$ cat config.mk
export PLATFORM = sky130hd
export DESIGN_NAME = fault_status_reg
export DESIGN_NICKNAME = d
export VERILOG_FILES = /design/src/rtl/flt_stat_pkg.sv /design/src/rtl/flt_rst_sync.sv /design/src/rtl/flt_sync.sv /design/src/rtl/flt_capture.sv /design/src/rtl/flt_regif.sv /design/src/rtl/fault_status_reg.sv
export SDC_FILE = /design/constraint.sdc
export NUM_CORES = 1
export LEC_CHECK = 0
export BUFFER_PORTS_ARGS = -buffer_cell sky130_fd_sc_hd__buf_2
export CORE_MARGIN = 2
export CORE_UTILIZATION = 40
export DETAILED_ROUTE_END_ITERATION = 10
export PLACE_DENSITY = 0.83
export SYNTH_ARGS = -nofsm -noshare
export SYNTH_HDL_FRONTEND = slang
export SYNTH_SLANG_ARGS = --single-unit
$ cat constraint.sdc
create_clock -name clk -period 1.85 [get_ports clk]
set_input_delay 0.185 -clock clk [delete_from_list [all_inputs] [get_ports clk]]
set_output_delay 0.185 -clock clk [all_outputs]
set_load 0.02 [all_outputs]
$ cat src/rtl/flt_stat_pkg.sv
package flt_stat_pkg;
  localparam int unsigned BUS_ADDR_W = 4;

  typedef enum logic [BUS_ADDR_W-1:0] {
    SEL_MODE     = 4'h0,
    SEL_POLARITY = 4'h4,
    SEL_STATUS   = 4'h8
  } reg_sel_e;
endpackage

$ cat src/rtl/flt_rst_sync.sv
module flt_rst_sync #(
  parameter int unsigned STAGES = 2
) (
  input  logic clk,
  input  logic rst_ni,
  output logic rst_no
);
  logic [STAGES-1:0] chain_q;

  always_ff @(posedge clk or negedge rst_ni) begin
    if (!rst_ni) chain_q <= '0;
    else         chain_q <= {chain_q[STAGES-2:0], 1'b1};
  end

  assign rst_no = chain_q[STAGES-1];
endmodule

$ cat src/rtl/flt_sync.sv
module flt_sync #(
  parameter int unsigned WIDTH  = 3,
  parameter int unsigned STAGES = 2
) (
  input  logic             clk,
  input  logic             rst_n,
  input  logic [WIDTH-1:0] raw_i,
  output logic [WIDTH-1:0] sync_o
);
  logic [WIDTH-1:0] stage_q [STAGES];

  generate
    for (genvar s = 0; s < STAGES; s++) begin : g_stage
      logic [WIDTH-1:0] stage_d;
      if (s == 0) begin : g_first
        assign stage_d = raw_i;
      end else begin : g_next
        assign stage_d = stage_q[s-1];
      end
      always_ff @(posedge clk or negedge rst_n) begin
        if (!rst_n) stage_q[s] <= '0;
        else        stage_q[s] <= stage_d;
      end
    end
  endgenerate

  assign sync_o = stage_q[STAGES-1];
endmodule

$ cat src/rtl/flt_capture.sv
module flt_capture #(
  parameter int unsigned WIDTH = 3
) (
  input  logic             clk,
  input  logic             rst_n,
  input  logic [WIDTH-1:0] line_i,
  input  logic [WIDTH-1:0] polarity_i,
  input  logic             hold_en_i,
  input  logic [WIDTH-1:0] ack_i,
  output logic [WIDTH-1:0] status_o
);
  logic [WIDTH-1:0] active;
  logic [WIDTH-1:0] flag_d, flag_q;

  assign active = line_i ^ polarity_i;

  generate
    for (genvar i = 0; i < WIDTH; i++) begin : g_bit
      always_comb begin
        if (!hold_en_i)   flag_d[i] = 1'b0;
        else if (active[i]) flag_d[i] = 1'b1;
        else if (ack_i[i])  flag_d[i] = 1'b0;
        else                flag_d[i] = flag_q[i];
      end

      assert_set_R4: assert property (@(posedge clk) disable iff (!rst_n)
        (hold_en_i && active[i]) |=> (flag_q[i] || !hold_en_i));

      assert_hold_R5: assert property (@(posedge clk) disable iff (!rst_n)
        (hold_en_i && flag_q[i] && !ack_i[i]) |=> (flag_q[i] || !hold_en_i));

      assert_clear_R5: assert property (@(posedge clk) disable iff (!rst_n)
        (hold_en_i && ack_i[i] && !active[i]) |=> !flag_q[i]);

      assert_set_wins_R6: assert property (@(posedge clk) disable iff (!rst_n)
        (hold_en_i && ack_i[i] && active[i]) |=> (flag_q[i] || !hold_en_i));
    end
  endgenerate

  always_ff @(posedge clk or negedge rst_n) begin
    if (!rst_n) flag_q <= '0;
    else        flag_q <= flag_d;
  end

  assign status_o = hold_en_i ? flag_q : active;

  assert_discard_R8: assert property (@(posedge clk) disable iff (!rst_n)
    !hold_en_i |=> (flag_q == '0));
endmodule

$ cat src/rtl/flt_regif.sv
module flt_regif
  import flt_stat_pkg::*;
#(
  parameter int unsigned WIDTH  = 3,
  parameter int unsigned DATA_W = 32
) (
  input  logic                  clk,
  input  logic                  rst_n,
  input  logic [BUS_ADDR_W-1:0] addr_i,
  input  logic                  wr_i,
  input  logic [DATA_W-1:0]     wdata_i,
  output logic [DATA_W-1:0]     rdata_o,
  input  logic [WIDTH-1:0]      status_i,
  output logic                  hold_en_o,
  output logic [WIDTH-1:0]      polarity_o,
  output logic [WIDTH-1:0]      ack_o
);
  logic             hold_q, hold_d, hold_we;
  logic [WIDTH-1:0] pol_q, pol_d;
  logic             pol_we;
  logic             unused_wdata_hi;

  assign unused_wdata_hi = ^wdata_i[DATA_W-1:WIDTH];

  assign hold_we = wr_i && (addr_i == SEL_MODE);
  assign pol_we  = wr_i && (addr_i == SEL_POLARITY);
  assign hold_d  = hold_we ? wdata_i[0] : hold_q;
  assign pol_d   = pol_we ? wdata_i[WIDTH-1:0] : pol_q;

  always_ff @(posedge clk or negedge rst_n) begin
    if (!rst_n) begin
      hold_q <= 1'b0;
      pol_q  <= '0;
    end else begin
      hold_q <= hold_d;
      pol_q  <= pol_d;
    end
  end

  always_comb begin
    ack_o = '0;
    if (wr_i && (addr_i == SEL_STATUS) && hold_q) ack_o = wdata_i[WIDTH-1:0];
  end

  always_comb begin
    rdata_o = '0;
    case (addr_i)
      SEL_MODE:     rdata_o[0]       = hold_q;
      SEL_POLARITY: rdata_o[WIDTH-1:0] = pol_q;
      SEL_STATUS:   rdata_o[WIDTH-1:0] = status_i;
      default:      rdata_o          = '0;
    endcase
  end

  assign hold_en_o  = hold_q;
  assign polarity_o = pol_q;

  assert_upper_zero_R1: assert property (@(posedge clk) disable iff (!rst_n)
    rdata_o[DATA_W-1:WIDTH] == '0);

  assert_live_ack_R7: assert property (@(posedge clk) disable iff (!rst_n)
    !hold_q |-> (ack_o == '0));
endmodule

$ cat src/rtl/fault_status_reg.sv
module fault_status_reg
  import flt_stat_pkg::*;
#(
  parameter int unsigned NUM_LINES   = 3,
  parameter int unsigned SYNC_DEPTH  = 2,
  parameter int unsigned RST_DEPTH   = 2,
  parameter int unsigned DATA_W      = 32
) (
  input  logic                  clk,
  input  logic                  rst_ni,
  input  logic [NUM_LINES-1:0]  fault_raw_i,
  input  logic [BUS_ADDR_W-1:0] bus_addr_i,
  input  logic                  bus_wr_i,
  input  logic [DATA_W-1:0]     bus_wdata_i,
  output logic [DATA_W-1:0]     bus_rdata_o
);
  logic                 rst_n;
  logic [NUM_LINES-1:0] line_sync;
  logic [NUM_LINES-1:0] polarity;
  logic [NUM_LINES-1:0] ack;
  logic [NUM_LINES-1:0] status;
  logic                 hold_en;

  flt_rst_sync #(.STAGES(RST_DEPTH)) u_rst_sync (
    .clk    (clk),
    .rst_ni (rst_ni),
    .rst_no (rst_n)
  );

  flt_sync #(.WIDTH(NUM_LINES), .STAGES(SYNC_DEPTH)) u_sync (
    .clk    (clk),
    .rst_n  (rst_n),
    .raw_i  (fault_raw_i),
    .sync_o (line_sync)
  );

  flt_capture #(.WIDTH(NUM_LINES)) u_capture (
    .clk        (clk),
    .rst_n      (rst_n),
    .line_i     (line_sync),
    .polarity_i (polarity),
    .hold_en_i  (hold_en),
    .ack_i      (ack),
    .status_o   (status)
  );

  flt_regif #(.WIDTH(NUM_LINES), .DATA_W(DATA_W)) u_regif (
    .clk        (clk),
    .rst_n      (rst_n),
    .addr_i     (bus_addr_i),
    .wr_i       (bus_wr_i),
    .wdata_i    (bus_wdata_i),
    .rdata_o    (bus_rdata_o),
    .status_i   (status),
    .hold_en_o  (hold_en),
    .polarity_o (polarity),
    .ack_o      (ack)
  );
endmodule

# --- After elaboration in Yosys (flattened, before gate mapping) ---
# Cells that the tools add are included.
# Widths: inputs -> output; s select.
word_totals:
  inputBits: 42
  elab_cells: 32
  ff_bits: 15
  output_inout_bits: 32
op_classes:
  n_reduce_logical: 5
  bitwise: 1
  n_mux: 13
  n_eq_ne: 5
op_table:
  columns: ["operator", "n"]
  rows:
  - ["$mux 1", 9]
  - ["$ne 3x3->1 const B", 3]
  - ["$mux 3", 2]
  - ["$eq 4x3->1 const B", 1]
  - ["$eq 4x4->1 const B", 1]
  - ["$logic_and 1x1->1", 4]
  - ["$logic_not 4->1", 1]
  - ["$pmux 2 s2", 1]
  - ["$pmux 1 s3", 1]
  - ["$xor 3x3->3", 1]

# --- Depth between registers and ports, before layout ---
logic_depth:
  depth_word: 7
  mapped_depth: 4
  ltp_nobuf: 3

# --- By module ---
# From an unflattened synthesis, not the netlist that was laid out.
unflattened:
  cells_unflattened: 80
  area_unflattened_um2: 885.8
by_module_without_submodules:
  columns: ["mod", "area_each_um2", "n_inst", "cells_each", "seq_area_each_um2"]
  rows:
  - ["flt_regif", 505.5, 1, 56, 100.1]
  - ["flt_capture", 176.4, 1, 15, 75.1]
  - ["flt_sync", 150.1, 1, 6, 150.1]
  - ["flt_rst_sync", 53.8, 1, 3, 50.0]

# --- Worst setup path after synthesis ---
# OpenSTA, ideal clock, no wires.
synth_timing:
  path_type: "input to output"
  startpoint: "in bus_addr_i[2]"
  endpoint: "out bus_rdata_o[2]"
  stages: 3
  path_slack_ns: 0.491
  required_ns: 1.665
  t_arrival_ns: 1.174
  n_path_buf: 0
  cell_sequence: "or4b_4 o31ai_1 o2bb2ai_1"
synth_via:
  elab_chain_cells: 2
  word_cells_on_any_way: 3
  classes_between: "2 x eq/ne; 1 x mux"
synth_rtl:
  columns: ["element", "line", "source"]
  rows:
  - ["from (decl)", "fault_status_reg.sv:12", "input logic [BUS_ADDR_W-1:0] bus_addr_i,"]
  - ["$eq 4x4->1 / $eq 4x3->1 (equally long branches)", "flt_regif.sv:47", "case (addr_i)"]
  - ["$pmux 2 s2 (*)", "flt_regif.sv:47", null]
  - ["to (decl)", "fault_status_reg.sv:15", "output logic [DATA_W-1:0] bus_rdata_o"]
# Every way passes the cells marked *; elsewhere a longest branch is shown, timed or not.

# --- Final worst setup path ---
# Same ends and word-level chain as after synthesis.

==> metrics.csv <==
stage;metric;value;unit
status;run_status;finished, final reports clean;
setup_path;slowest_stage;or4b_4;
timing;timing.fmax;605;MHz
setup_path;arrival;1.47;ns
yosys;seq_area_frac_synth;0.427;
setup_path;cpPeakStageDelay;0.56;ns
timing;rsz0062_at_grt;false;
setup_path;endpoint_kind;output port;
global_routing;grt_pass1_vias;475;
power;powerDensity;880;mW/mm^2
clock_tree;clockRootBuffer;clkbuf_4;
detailed_routing;initialDrtViolationCount;11;
die;core_region_area;0.00202;sq mm
setup_path;crit_path_start;bus_addr_i[2];
placed_design;place_inst;125;
setup_path;worstPathMaxFanout;5;
placed_design;pre_cts_slack;0.202;ns
placed_design;gp_congestion;0.759;
final_layout;nFillCells;204;
clock_tree;h-tree-depth;1;
final_layout;antenna_cells;0;
yosys;synth.area.top_cells;dfrtp_1 (43%), buf_4 (25%), a22oi_1 (2.6%);
setup_path;r2r-end;u_capture.flag_q[1]$_DFFE_PN0P_;
setup_path;cp-start-kind;input pin;
final_layout;synthToLayoutAreaGrowth;7.11;%
power;cellLeakagePower;0.480;nW
global_routing;grt_antenna_before_repair;0;
timing;fin_hold_ws;0.144;ns
placed_design;placed_area;872;sq um
hold_path;whs_path_depth;2;
hold_path;holdPathEnd;u_regif.polarity_o[1]$_DFFE_PN0P_;
final_layout;final_net_count;149;
yosys;syn_area;880;sq um
setup_path;reg2reg_setup_slack;0.83;ns
die;io_pins;74;
run;maxCapViolCount;0;
yosys;ys_warn_count;0;
clock_tree;cts.path.max_buffers;2;
setup_path;critical_path.top_delay_family;simple AND/OR/NAND/NOR gates;
yosys;synth_cells;85;
global_routing;overflow;0;
timing;finalWorstPathRequiredPeriod;1.65;ns
power;vdd_drop_max;0.472;mV
clock_tree;cts_buffers;3;
detailed_routing;drc;0;
setup_path;cp_common_cell;buf_2;
timing;fin_skew;0.00197;ns
detailed_routing;wl;1.30;mm
global_routing;grt_usage;0.104;
timing;slew_viol_final;0;
yosys;synth_area_per_cell;10.3;sq um
final_layout;drive_gt1_frac;0.208;
detailed_routing;vias;576;
detailed_routing;routed_via_density;4.33;
setup_path;r2r_cells;3;
detailed_routing;dr.pass1.iters;4;
timing;worstMarginPinSlew;0.507;ns
timing;hold_violations;0;
clock_tree;cts.sinks;15;
global_routing;grt_first_pass_wirelength;2.01;mm
die;initial_utilization;0.435;
detailed_routing;wl_per_cell;9.80;microns
clock_tree;clkTransAtPathRegs;0.09;ns
hold_path;min-delay-path-class;in -> reg;
yosys;ys_ff_latch;15;
yosys;synth_top_area_share;0.427;
setup_path;required;1.66;ns
setup_path;crit_chain;buf_2 > or4b_4 > o31ai_1 > o2bb2ai_1 > buf_2;
die;num_rows;16;
setup_path;worst-path-buf-inv;2;
timing;final.setup.worst_slack;0.197;ns
placed_design;place_hpwl;1.04;mm
clock_tree;post_cts_buffers;0;
timing;finalSetupTns;0;ns
die;die_w;50.9;microns
timing;period_share;0.894;
die;die_y;50.9;microns
final_layout;fin_cells;133;
final_layout;postLayoutCellArea;942;sq um
global_routing;grt_start_max_net_pins;14;
setup_path;crit_type;in -> out;
clock_tree;cts_tree;done;
timing;setup-violations-final;0;
detailed_routing;postRouteAntennaNets;0;
die;die_area;0.00259;sq mm
yosys;yosysTopAreaCell;dfrtp_1;
yosys;synthDistinctLibCells;25;
hold_path;min_from;bus_wdata_i[1];
setup_path;r2r-start;u_regif.polarity_o[1]$_DFFE_PN0P_;
timing;relSlewSlack;0.662;
placed_design;portBuffers;15;
clock_tree;clk_latency;0.29;ns
## report_power, final
group	total (W)	internal [W]	leakage, nW	switching, W
clock network	0.000191	0.0000822	0.0139	0.000109
logic	0.000207	0.0000835	0.291	0.000123
registers	0.000431	0.000381	0.175	0.0000506
## routing by layer
| metal | up-vias | part of all wire | track usage |
|---|---|---|---|
| met5 | - | 0 | 0 |
| met4 | 0 | 0 | 0.0135 |
| met3 | 0 | 0.11 | 0.0556 |
| met2 | 43 | 0.44 | 0.162 |
| met1 | 261 | 0.45 | 0.132 |
| li1 | 272 | - | - |
## per-stage QoR
| stage | utilization | power (W) |
|---|---|---|
| floorplan | - | 0.000637 |
| global route | 0.466 | 0.000890 |
| CTS | 0.466 | 0.000840 |
| finish | 0.466 | 0.000829 |
| global placement | 0.431 | 0.000625 |
| detailed placement | 0.431 | 0.000641 |
## what timing repair did
item	in CTS	in global routing
setup endpoints to repair	0	0
endpoints found under the hold margin	5	0
hold buffers	4	0
resized for setup	0	0
## final cells by class
type | instances | area (sq um) | share of cell area
inverter | 5 | 18.8 | 0.0199
clock buffer | 3 | 22.5 | 0.0239
multi-input combinational | 63 | 369 | 0.392
clock inverter | 1 | 7.51 | 0.00797
sequential | 15 | 375 | 0.398
timing repair buffer | 19 | 115 | 0.122
tap | 27 | 33.8 | 0.0359
## cell families (layout without fill, tap and decap cells)
| family | after synthesis | count (layout) | synth area share |
|---|---|---|---|
| AO/OA/AOI/OAI | 14 | 14 | 0.118 |
| XOR/XNOR | 3 | 3 | 0.0299 |
| buffers and inverters | 35 | 28 | 0.273 |
| flip-flops | 15 | 15 | 0.427 |
| multiplexers | 4 | 4 | 0.0484 |
| other | 2 | 30 | 0.00854 |
| AND/OR/NAND/NOR | 12 | 12 | 0.0953 |
## registers in the layout (all words and copies together) (netlist names)
name and count:
u_sync.sync_o 3, u_regif.polarity_o 3, u_sync.g_stage.stage_d 3, u_rst_sync.chain_q 2, u_capture.flag_q 3, u_regif.hold_en_o 1
## worst max path at each step
stage,end,depth (start not counted)
3_3_place_gp,bus_rdata_o[2],5
2_1_floorplan,bus_rdata_o[2],3
5_1_grt,bus_rdata_o[2],3
6_report,bus_rdata_o[2],5
4_1_cts,bus_rdata_o[2],5
3_5_place_dp,bus_rdata_o[2],5
## layout by cell type, fill, tap and decap left out
master         count
a21oi_1            1
xnor2_1            1
clkbuf_4           3
conb_1            30
nor2_1             3
or4b_1             1
clkinvlp_4         1
a22oi_1            3
a41oi_1            2
o31ai_1            2
xor2_1             2
mux2_2             2
dfrtp_1           15
o21ai_0            2
or3_1              1
nand3b_1           1
dlygate4sd3_1      4
o2bb2ai_1          2
or4b_4             1
or2b_1             1
nor3b_1            2
buf_2             15
mux2i_1            2
o22ai_1            1
nor2b_1            2
a41o_1             1
inv_1              5
## cell usage after synthesis
library cell,number
buf_4,29
dfrtp_1,15
inv_1,5
a22oi_1,3
nor2_1,3
a41oi_1,2
conb_1,2
mux2_2,2
mux2i_1,2
nor2b_1,2
nor3b_1,2
o21ai_0,2
o2bb2ai_1,2
o31ai_1,2
xor2_1,2
a21oi_1,1
a41o_1,1
clkbuf_1,1
nand3b_1,1
o22ai_1,1
or2b_1,1
or3_1,1
or4b_1,1
or4b_4,1
xnor2_1,1
Power figures use the tool's default switching activity.
